### src/rtl/acc_cpu_pkg.sv
// Package: shared types for the accumulator core.
// Holds the instruction field widths, the opcode encoding and the phase
// encoding of the two-cycle instruction loop.
package acc_cpu_pkg;

    localparam int OP_W = 4;

    typedef enum logic [OP_W-1:0] {
        OP_JMP  = 4'd0,
        OP_BCC  = 4'd1,
        OP_BNE  = 4'd2,
        OP_LDC  = 4'd3,
        OP_LDA  = 4'd4,
        OP_STA  = 4'd5,
        OP_XOR  = 4'd6,
        OP_OR   = 4'd7,
        OP_AND  = 4'd8,
        OP_ADC  = 4'd9,
        OP_SBC  = 4'd10,
        OP_ROR  = 4'd11,
        OP_TAT  = 4'd12,
        OP_LDI  = 4'd13,
        OP_STT  = 4'd14,
        OP_HALT = 4'd15
    } opcode_t;

    typedef enum logic [1:0] {
        PH_BOOT  = 2'd0,
        PH_DATA  = 2'd1,
        PH_FETCH = 2'd2,
        PH_HALT  = 2'd3
    } phase_t;

    // True for the operations allowed to write the carry flag.
    function automatic logic writes_carry(opcode_t op);
        return (op == OP_LDC) || (op == OP_ADC) || (op == OP_SBC) || (op == OP_ROR);
    endfunction

endpackage

### src/rtl/acc_alu.sv
// Module: acc_alu
// Combinational datapath for the accumulator and carry.
// Assumes: operand is the word read in the data cycle. Operations that do
// not touch A or C pass them through unchanged.
module acc_alu
    import acc_cpu_pkg::*;
#(
    parameter int W = 16
) (
    input  opcode_t        op,
    input  logic [W-1:0]   acc,
    input  logic [W-1:0]   operand,
    input  logic           carry,
    output logic [W-1:0]   acc_next,
    output logic           carry_next
);

    logic [W:0] sum_w;
    logic [W:0] diff_w;

    // Wide add and subtract, so the top bit is the carry or borrow.
    always_comb begin
        sum_w  = {1'b0, acc} + {1'b0, operand};
        diff_w = {1'b0, acc} - {1'b0, operand} - {{W{1'b0}}, carry};
    end

    // Select the result for each operation.
    always_comb begin
        acc_next   = acc;
        carry_next = carry;
        unique case (op)
            OP_LDC: begin acc_next = operand; carry_next = 1'b0; end
            OP_LDA,
            OP_LDI: acc_next = operand;
            OP_XOR: acc_next = acc ^ operand;
            OP_OR:  acc_next = acc | operand;
            OP_AND: acc_next = acc & operand;
            OP_ADC: begin acc_next = sum_w[W-1:0];  carry_next = sum_w[W];  end
            OP_SBC: begin acc_next = diff_w[W-1:0]; carry_next = diff_w[W]; end
            OP_ROR: begin acc_next = {carry, acc[W-1:1]}; carry_next = acc[0]; end
            default: ;
        endcase
    end

endmodule

### src/rtl/acc_pcunit.sv
// Module: acc_pcunit
// Next-PC selection. Every control transfer is indirect through the word
// just read. Assumes: zero reflects the accumulator before the branch.
module acc_pcunit
    import acc_cpu_pkg::*;
#(
    parameter int W = 16
) (
    input  opcode_t        op,
    input  logic [W-1:0]   pc,
    input  logic [W-1:0]   vector_word,
    input  logic           carry,
    input  logic           zero,
    output logic [W-1:0]   pc_next
);

    logic taken;

    // Decide whether this instruction transfers control.
    always_comb begin
        unique case (op)
            OP_JMP:  taken = 1'b1;
            OP_BCC:  taken = !carry;
            OP_BNE:  taken = !zero;
            default: taken = 1'b0;
        endcase
    end

    // Take the vector word or step to the next instruction.
    always_comb pc_next = taken ? vector_word : pc + W'(1);

endmodule

### src/rtl/acc_phase.sv
// Module: acc_phase
// Cycle sequencer: one boot fetch, then data and fetch cycles alternating.
// Moves to a halt phase when a halt opcode is seen.
// Assumes: fetched_op is valid during the data phase.
module acc_phase
    import acc_cpu_pkg::*;
(
    input  logic    clk,
    input  logic    rst_n,
    input  opcode_t fetched_op,
    output phase_t  phase_q
);

    // Advance the phase each cycle; reset starts with the boot fetch.
    always_ff @(posedge clk) begin
        if (!rst_n) begin
            phase_q <= PH_BOOT;
        end else begin
            unique case (phase_q)
                PH_BOOT:  phase_q <= PH_DATA;
                PH_DATA:  phase_q <= (fetched_op == OP_HALT) ? PH_HALT : PH_FETCH;
                PH_FETCH: phase_q <= PH_DATA;
                default:  phase_q <= PH_HALT;
            endcase
        end
    end

endmodule

### src/rtl/acc_core.sv
// Module: acc_core (top)
// 16-bit accumulator processor on one synchronous memory port.
// Data cycle: the instruction word is on mem_rdata; the core drives the
// operand address and, for stores, the write.
// Fetch cycle: the operand is on mem_rdata; the core updates its state and
// drives the next instruction address from that operand.
// Assumes: memory returns read data one clock after the address.
module acc_core
    import acc_cpu_pkg::*;
#(
    parameter int WORD_W = 16
) (
    input  logic              clk,
    input  logic              rst_n,
    output logic [WORD_W-1:0] mem_addr,
    input  logic [WORD_W-1:0] mem_rdata,
    output logic [WORD_W-1:0] mem_wdata,
    output logic              mem_we,
    output logic [WORD_W-1:0] dbg_a,
    output logic [WORD_W-1:0] dbg_pc,
    output logic              dbg_c,
    output logic              dbg_z
);

    localparam int ADDR_W = WORD_W - OP_W;

    logic [WORD_W-1:0] a_q, t_q, pc_q;
    logic              c_q, z_q;
    opcode_t           op_q;
    phase_t            phase_q;

    opcode_t           rd_op;
    logic [WORD_W-1:0] direct_addr;
    logic [WORD_W-1:0] alu_a;
    logic              alu_c;
    logic [WORD_W-1:0] pc_next;

    // Split the word on the read bus into opcode and direct address.
    always_comb begin
        rd_op       = opcode_t'(mem_rdata[WORD_W-1 -: OP_W]);
        direct_addr = {{OP_W{1'b0}}, mem_rdata[ADDR_W-1:0]};
    end

    acc_phase phase_i (
        .clk        (clk),
        .rst_n      (rst_n),
        .fetched_op (rd_op),
        .phase_q    (phase_q)
    );

    acc_alu #(.W(WORD_W)) alu_i (
        .op         (op_q),
        .acc        (a_q),
        .operand    (mem_rdata),
        .carry      (c_q),
        .acc_next   (alu_a),
        .carry_next (alu_c)
    );

    acc_pcunit #(.W(WORD_W)) pcu_i (
        .op          (op_q),
        .pc          (pc_q),
        .vector_word (mem_rdata),
        .carry       (c_q),
        .zero        (z_q),
        .pc_next     (pc_next)
    );

    // Drive the memory port according to the current phase.
    always_comb begin
        mem_we    = 1'b0;
        mem_wdata = (rd_op == OP_STT) ? t_q : a_q;
        unique case (phase_q)
            PH_DATA: begin
                mem_addr = (rd_op == OP_LDI || rd_op == OP_STT) ? a_q : direct_addr;
                mem_we   = (rd_op == OP_STA) || (rd_op == OP_STT);
            end
            PH_FETCH: mem_addr = pc_next;
            default:  mem_addr = pc_q;
        endcase
    end

    // Hold the opcode over the data cycle; commit state at the end of the fetch cycle.
    always_ff @(posedge clk) begin
        if (!rst_n) begin
            a_q  <= '0;
            t_q  <= '0;
            pc_q <= '0;
            c_q  <= 1'b0;
            z_q  <= 1'b1;
            op_q <= OP_HALT;
        end else begin
            if (phase_q == PH_DATA) begin
                op_q <= rd_op;
            end
            if (phase_q == PH_FETCH) begin
                a_q  <= alu_a;
                c_q  <= alu_c;
                z_q  <= (alu_a == '0);
                pc_q <= pc_next;
                if (op_q == OP_TAT) begin
                    t_q <= a_q;
                end
            end
        end
    end

    // Expose the architectural state.
    always_comb begin
        dbg_a  = a_q;
        dbg_pc = pc_q;
        dbg_c  = c_q;
        dbg_z  = z_q;
    end

endmodule

### config.mk
export PLATFORM = sky130hd
export DESIGN_NAME = acc_core
export DESIGN_NICKNAME = d
export VERILOG_FILES = /design/src/rtl/acc_cpu_pkg.sv /design/src/rtl/acc_alu.sv /design/src/rtl/acc_pcunit.sv /design/src/rtl/acc_phase.sv /design/src/rtl/acc_core.sv
export SDC_FILE = /design/constraint.sdc
export NUM_CORES = 1
export LEC_CHECK = 0
export CAP_MARGIN = 5
export CORE_MARGIN = 4
export CORE_UTILIZATION = 45
export CTS_BUF_LIST = sky130_fd_sc_hd__clkbuf_4
export DETAILED_ROUTE_END_ITERATION = 8
export PLACE_DENSITY = 0.67
export SKIP_LAST_GASP = 1
export SYNTH_ARGS = -nofsm -noshare
export SYNTH_HDL_FRONTEND = slang
export SYNTH_HIERARCHICAL = 1
export SYNTH_SLANG_ARGS = --single-unit
### constraint.sdc
create_clock -name clk -period 5.8 [get_ports clk]
set_input_delay 0.58 -clock clk [delete_from_list [all_inputs] [get_ports clk]]
set_output_delay 0.58 -clock clk [all_outputs]
set_load 0.01 [all_outputs]
[Yosys cells after proc, flatten, opt, wreduce, memory -nomap -nowiden]
Index checks and enable logic that the tools add are counted.
Storage, ports and cells
  register bits: 56
  bits in read-only memories: 0
  memory bits (writable): 0
  latch bits: 0
  memories kept: 0
Cells by class
  bitwise logic cells: 3
  shifts and indexed selects: 0
  add/subtract/negate cells: 4
  div/mod/pow operators: 0
  magnitude comparators: 0
  eq/ne operators: 18
  muxes and demuxes: 10
  reductions and logical operators: 12
  multipliers: 0
Operators by type and width (count)
  case mux 16 bit (7 select lines): 1
  2-to-1 mux 16 bit: 3
  equality test 4 bit (second input constant): 9
  case mux 16 bit (2 select lines): 1
  adder 16 x 16 -> 17 bit: 1
  subtractor 16 x 16 -> 17 bit: 1
  subtractor 17 x 1 -> 17 bit: 1
  adder 16 x 1 -> 16 bit (second input constant): 1
  AND 16 bit: 1
  equality test 4 x 3 -> 1 bit (second input constant): 4
  zero test 16 bit: 1
  OR 16 bit: 1
  bitwise XOR 16 bit: 1
  equality test 4 x 2 -> 1 bit (second input constant): 2
  equality test 4 x 1 -> 1 bit (second input constant): 1
  zero test 4 bit: 1
  case mux 1 bit (4 select lines): 1
  case mux 2 bit (2 select lines): 1
  AND reduction 2 bit: 2
  nonzero test 4 bit: 1
  case mux 1 bit (3 select lines): 1
  OR reduction 3 bit: 1
  equality test 2 x 1 -> 1 bit (second input constant): 1
  equality test 2 bit (second input constant): 1
  5 further kinds: 8

[Longest topological paths before layout]
  word-level depth: 4
  gate-level depth with buffers: 13
  mapped depth without buffers: 13

[Cells and area by module]
Netlist, hierarchy kept.
Modules (own cells, without submodules)
  acc_alu: area each 3549.7 µm², cells an instance 520, times used 1, sequential area each 0.0 µm²
  acc_core: area each 2811.4 µm², cells an instance 328, times used 1, sequential area each 1081.0 µm²
  acc_pcunit: area each 499.2 µm², cells an instance 79, times used 1, sequential area each 0.0 µm²
  acc_phase: area each 66.3 µm², cells an instance 7, times used 1, sequential area each 40.0 µm²

[Worst setup path before layout]
OpenSTA, ideal clock, no wires.
  path kind: input to register
  from: input mem_rdata[7]
  to: register z_q, in the netlist dbg_z
  arrival: 2989 ps
  cell stages on the path: 12
  required time: 5699 ps
  path buffers: 0
  library setup time: 101 ps
  setup slack: 2710 ps
  path through: inv_1 > ha_1 > ha_1 > nand4_1 > a211oi_2 > o21ai_1 > and4_4 > a2111oi_2 > a32oi_1 > nor4_1 > nand4_1 > o41ai_1
On the way
  cells in the longest elaborated chain, start to end: 4
  elaborated cells between the ends (all ways): 8
  those cells by class: add/sub: 3; mux: 1; bitwise: 3; reduce/logical: 1
Ends and longest elaborated chain
  from (decl): RTL line acc_core.sv:16  | input logic [WORD_W-1:0] mem_rdata,
  subtractor 16 x 16 -> 17 bit: RTL line acc_alu.sv:24  | diff_w = {1'b0, acc} - {1'b0, operand} - {{W{1'b0}}, carry};
  subtractor 17 x 1 -> 17 bit: RTL line acc_alu.sv:24
  case mux 16 bit (7 select lines) *: RTL line acc_alu.sv:31  | unique case (op)
  named net alu_a[10]: RTL line acc_core.sv:34  | logic [WORD_W-1:0] alu_a;
  zero test 16 bit *: RTL line acc_core.sv:99  | z_q <= (alu_a == '0);
  to (signal assigned): RTL line acc_core.sv:99
  to (decl): RTL line acc_core.sv:28  | logic c_q, z_q;
Mark *: on every way through the listed nets, which the timed path passes. The rest lies on a longest branch.
A chain may end at the register's enable or synchronous reset.

[Final worst setup path]
Same ends and word-level chain as after synthesis.

==> results.md <==
Clock network:
- The TritonCTS sink count is between 50 and 60.
- At the later pin of the worst-skew pair, clock insertion delay measures about 0.43 ns.
- In this run the post-CTS setup repair buffer count came out at 0.
- The H-tree was split into 2 levels.
- The post-cts resize count is 0.
- The total clock buffers created by CTS is 5.
- Clock-pin slew was measured on the worst setup and hold paths at 0.19 ns.
- The hold buffer count at CTS is 0.
- The clock root buffer is clkbuf_4.
- The buffer levels on the longest clock path is 2.
- TritonCTS built the clock tree.

Detailed routing:
- The met1 wire length is about 11,000 µm.
- The remaining number of nets flagged by the antenna check after routing is 0.
- The highest metal layer used by the detailed router is met4.
- The number of DRC markers after the initial detailed-route iteration is around 860.
- The detailed-route wire length is 25,200 µm.
- The detailed route wirelength on metal3 is between 1500 and 2000 µm.
- For this run, the detailed router's first-pass iteration total came to 5.
- The post-detailed-route wirelength per cell is approximately 21 µm.
- The number of vias per cell is around 6.4.
- The met2 wire length is approximately 11,000 µm.
- The detailed-route via count is roughly 7,500.
- After detailed routing, the number of remaining DRC violations is 0.

Finish:
- The synthesis-to-finish area growth is 14.3%.
- Cells with a size suffix above 1 make up 7.22% of the layout.
- The area of the multi-input gates is 0.00531 mm².
- The area used by sequential logic in the layout is approximately 0.0011 mm².
- The count of cells in the finished layout, fillers not included, comes to 1,171.
- The post-layout net count is 1,068.
- Once layout is done, the placed cells without fillers occupy between 0.007 and 0.008 mm².
- The number of antenna diodes in the final layout is 0.
- The number of fill cells in the layout is approximately 1,500.
- Cells fill between 50% and 60% of the core in the end.

Die:
- The die is between 100 and 150 µm wide.
- The initial core utilization is about 46%.
- In this run the core area contains 45 standard-cell rows.
- The floorplan step set the die height to about 130 µm.
- The placeable core region is between 0.015 and 0.02 mm².
- 85 I/O pins were placed.
- The floorplan die area is roughly 0.017 mm².

Timing:
- The final critical path takes up 72.3% of the cycle.
- The worst path meets setup with 1.61 ns of slack.
- The final setup violation count is 0.
- At the pin with the least slew margin, the transition time is roughly 1.1 ns.
- The achievable frequency is around 240 MHz.
- The number of failing hold endpoints at the final stage came to 0.
- Setup repair after global routing left no endpoint under its margin.
- On the final layout, the worst hold slack is slightly below 0.5 ns.
- The worst pin sits at a relative slew slack of between 20 and 30%.
- Across the routed clock network, the largest skew measured is between 0.02 and 0.03 ns.
- The total count of max-transition violations in the final report is 0.
- The aggregate negative setup slack is 0 ns.
- The shortest clock period the worst path allows after layout is 4.19 ns.

Yosys:
- The leading register cell type out of synthesis is dfxtp_1.
- The count of flip-flops with a built-in enable after synthesis is 0.
- The total standard cell area after synthesis is 0.00693 mm².
- Of the post-synthesis cell area, the dominant cell type holds 16.2%.
- The Yosys warning count is 6.
- By instance count, the leading cell after synthesis is a21oi_1.
- Yosys attributes the largest share of cell area to dfxtp_1 16%, ha_1 12%, a21oi_1 6.8%.
- In the synthesized netlist the async set-or-reset flop fraction comes to 0%.
- The total of flip-flops plus latches after synthesis is 56.
- Counting every instance in the synthesized netlist gives a little over 900.
- The cell type contributing the most total cell area after synthesis is dfxtp_1.
- The commonest cells after synthesis are 94 x a21oi_1, 91 x nor2_1, 65 x ha_1, 65 x inv_1, 64 x o21ai_0.
- The sequential cell area fraction in the yosys report is ~16%.
- In this run the mean area of a mapped cell was around 7.4 µm².
- In this run, distinct cell masters in the synthesized netlist total 86.
- The number of nets in the synthesized netlist is 1,020.

Worst setup path:
- The number of buffer and inverter stages on the critical path is 2.
- The type of element launching the critical path is an input port.
- The worst endpoint required time is slightly above 6 ns.
- The worst setup path is captured at a flip-flop.
- The delay of the slowest critical-path stage is around 0.73 ns.
- Among all stages on the critical path, the largest delay is contributed by clkdlybuf4s50_1.
- Walking the worst path, the cells encountered are clkdlybuf4s50_1 -> inv_1 -> ha_1 -> ha_1 -> nand4_1 -> a211oi_2 -> o21ai_1 -> and4_4 -> a2111oi_2 -> a32oi_1 -> nor4_1 -> nand4_1 -> o41ai_1.
- The cell type group with the largest total delay on the critical path is compound AO/OA/AOI/OAI gates.
- The critical path arrival is 4.54 ns.
- The critical path is of the in -> reg type.
- In this run the worst path has a maximum fanout of 8.

Worst hold path:
- The classification of the worst-slack hold path is reg -> reg.

Placement:
- The worst setup slack before clock tree synthesis is 1.27 ns.
- The weighted congestion at the end of routability-driven global placement is 0.983.
- The HPWL after detailed placement is 18,500 µm.
- The total cell area at the placement stage is slightly below 0.008 mm².
- The placed instance count is roughly 1,200.
- The number of buffers inserted by port buffering is between 80 and 90.

Global routing:
- The first global-routing pass estimated 38,900 µm of wire.
- The global-route usage over all layers is roughly 28%.
- The number of antenna violations at the first check in global routing was 0.
- Entering global routing, the biggest net connects 46 pins.
- The aggregate global routing overflow is 0.
- The number of global-route vias before repair is between 6,000 and 7,000.

Job:
- The tool flagged a number of max-cap violations equal to 0.

Power:
- The power per standard cell area is approximately 160 mW/mm².
- Power comes to approximately 1.2 mW.
- The reported leakage power is around 3.0 nW.
- The maximum ir drop on the vdd rail is 117 µV.

Outcome:
- The flow ran to the end, and the final reports show no timing, DRC or antenna violations.
power breakdown:
part	internal, mW	switching, mW
clock	0.0899	0.148
combinational	0.225	0.353
sequential	0.393	0.0223
total	0.708	0.524
layer usage:
metal	vias to the layer above	global-route usage, %
met4	0	12.4
met3	71	3.24
met1	3525	38.6
li1	3524	-
met5	-	0
met2	397	42.6
cell usage in the layout (no fill, tap or decap), types with 7 or more instances in the layout:
cell type,instances
a211oi_1,7
a21o_1,9
a21oi_1,94
a221oi_1,12
and2_1,18
and3_1,7
buf_4,11
clkdlybuf4s50_1,84
dfxtp_1,56
ha_1,64
inv_1,65
mux2_1,10
mux2_2,7
mux2i_1,28
nand2_1,61
nand2b_1,21
nand3_1,42
nand4_1,10
nor2_1,91
nor3_1,11
o2111ai_1,13
o211ai_1,8
o211ai_2,10
o21a_1,8
o21ai_0,64
o21ai_1,9
o221ai_1,7
o22ai_1,12
xnor2_1,21
xor2_1,7
worst register-to-register path: cells and delay by family (launching register included):
kind / cells / cell delay [ns]
DFF: 1 / 0.67
buffers and inverters: 1 / 0.16
adders and majority gates: 2 / 0.90
and+or+nand+nor: 4 / 1.12
AOI/OAI and AO/OA: 5 / 1.16
sequential cells by signal, indices dropped and copies added (netlist names):
| name | count |
|---|---|
| dbg_a | 16 |
| dbg_pc | 16 |
| t_q | 16 |
| op_q | 4 |
| phase_i/phase_q | 2 |
| dbg_c | 1 |
| dbg_z | 1 |
cells by family (layout without fill, tap and decap cells):
logic type               after synthesis  in the layout  synth area share (%)
buffers and inverters                120            169                  7.33
adder cells (fa/ha/maj)               68             68                  12.6
flip-flops                            56             56                  16.2
XOR/XNOR                              28             28                  3.54
AND/OR/NAND/NOR                      302            302                  22.6
multiplexers                          45             45                  6.81
AO/OA/AOI/OAI                        315            315                  30.9
cell type report:
type                       count  area share (%)
multi-input combinational    758            67.1
sequential                    56            14.2
timing repair buffer          95            11.7
inverter                      66            3.13
tap                          188            2.97
clock inverter                 3           0.537
clock buffer                   5           0.474
worst paths after layout:
check	startpoint	endpoint	depth (start not counted)	slack (ns)
hold / removal	t_q[6]$_SDFFE_PN0P_	t_q[6]$_SDFFE_PN0P_	2	0.49
setup reg to reg	dbg_a[8]$_SDFFE_PN0N_	dbg_z$_SDFFE_PN1N_	12	1.71
setup / recovery	mem_rdata[7]	dbg_z$_SDFFE_PN1N_	13	1.61
hold reg to reg	t_q[6]$_SDFFE_PN0P_	t_q[6]$_SDFFE_PN0P_	2	0.49
Note: power is estimated with default switching activity, not from simulation.
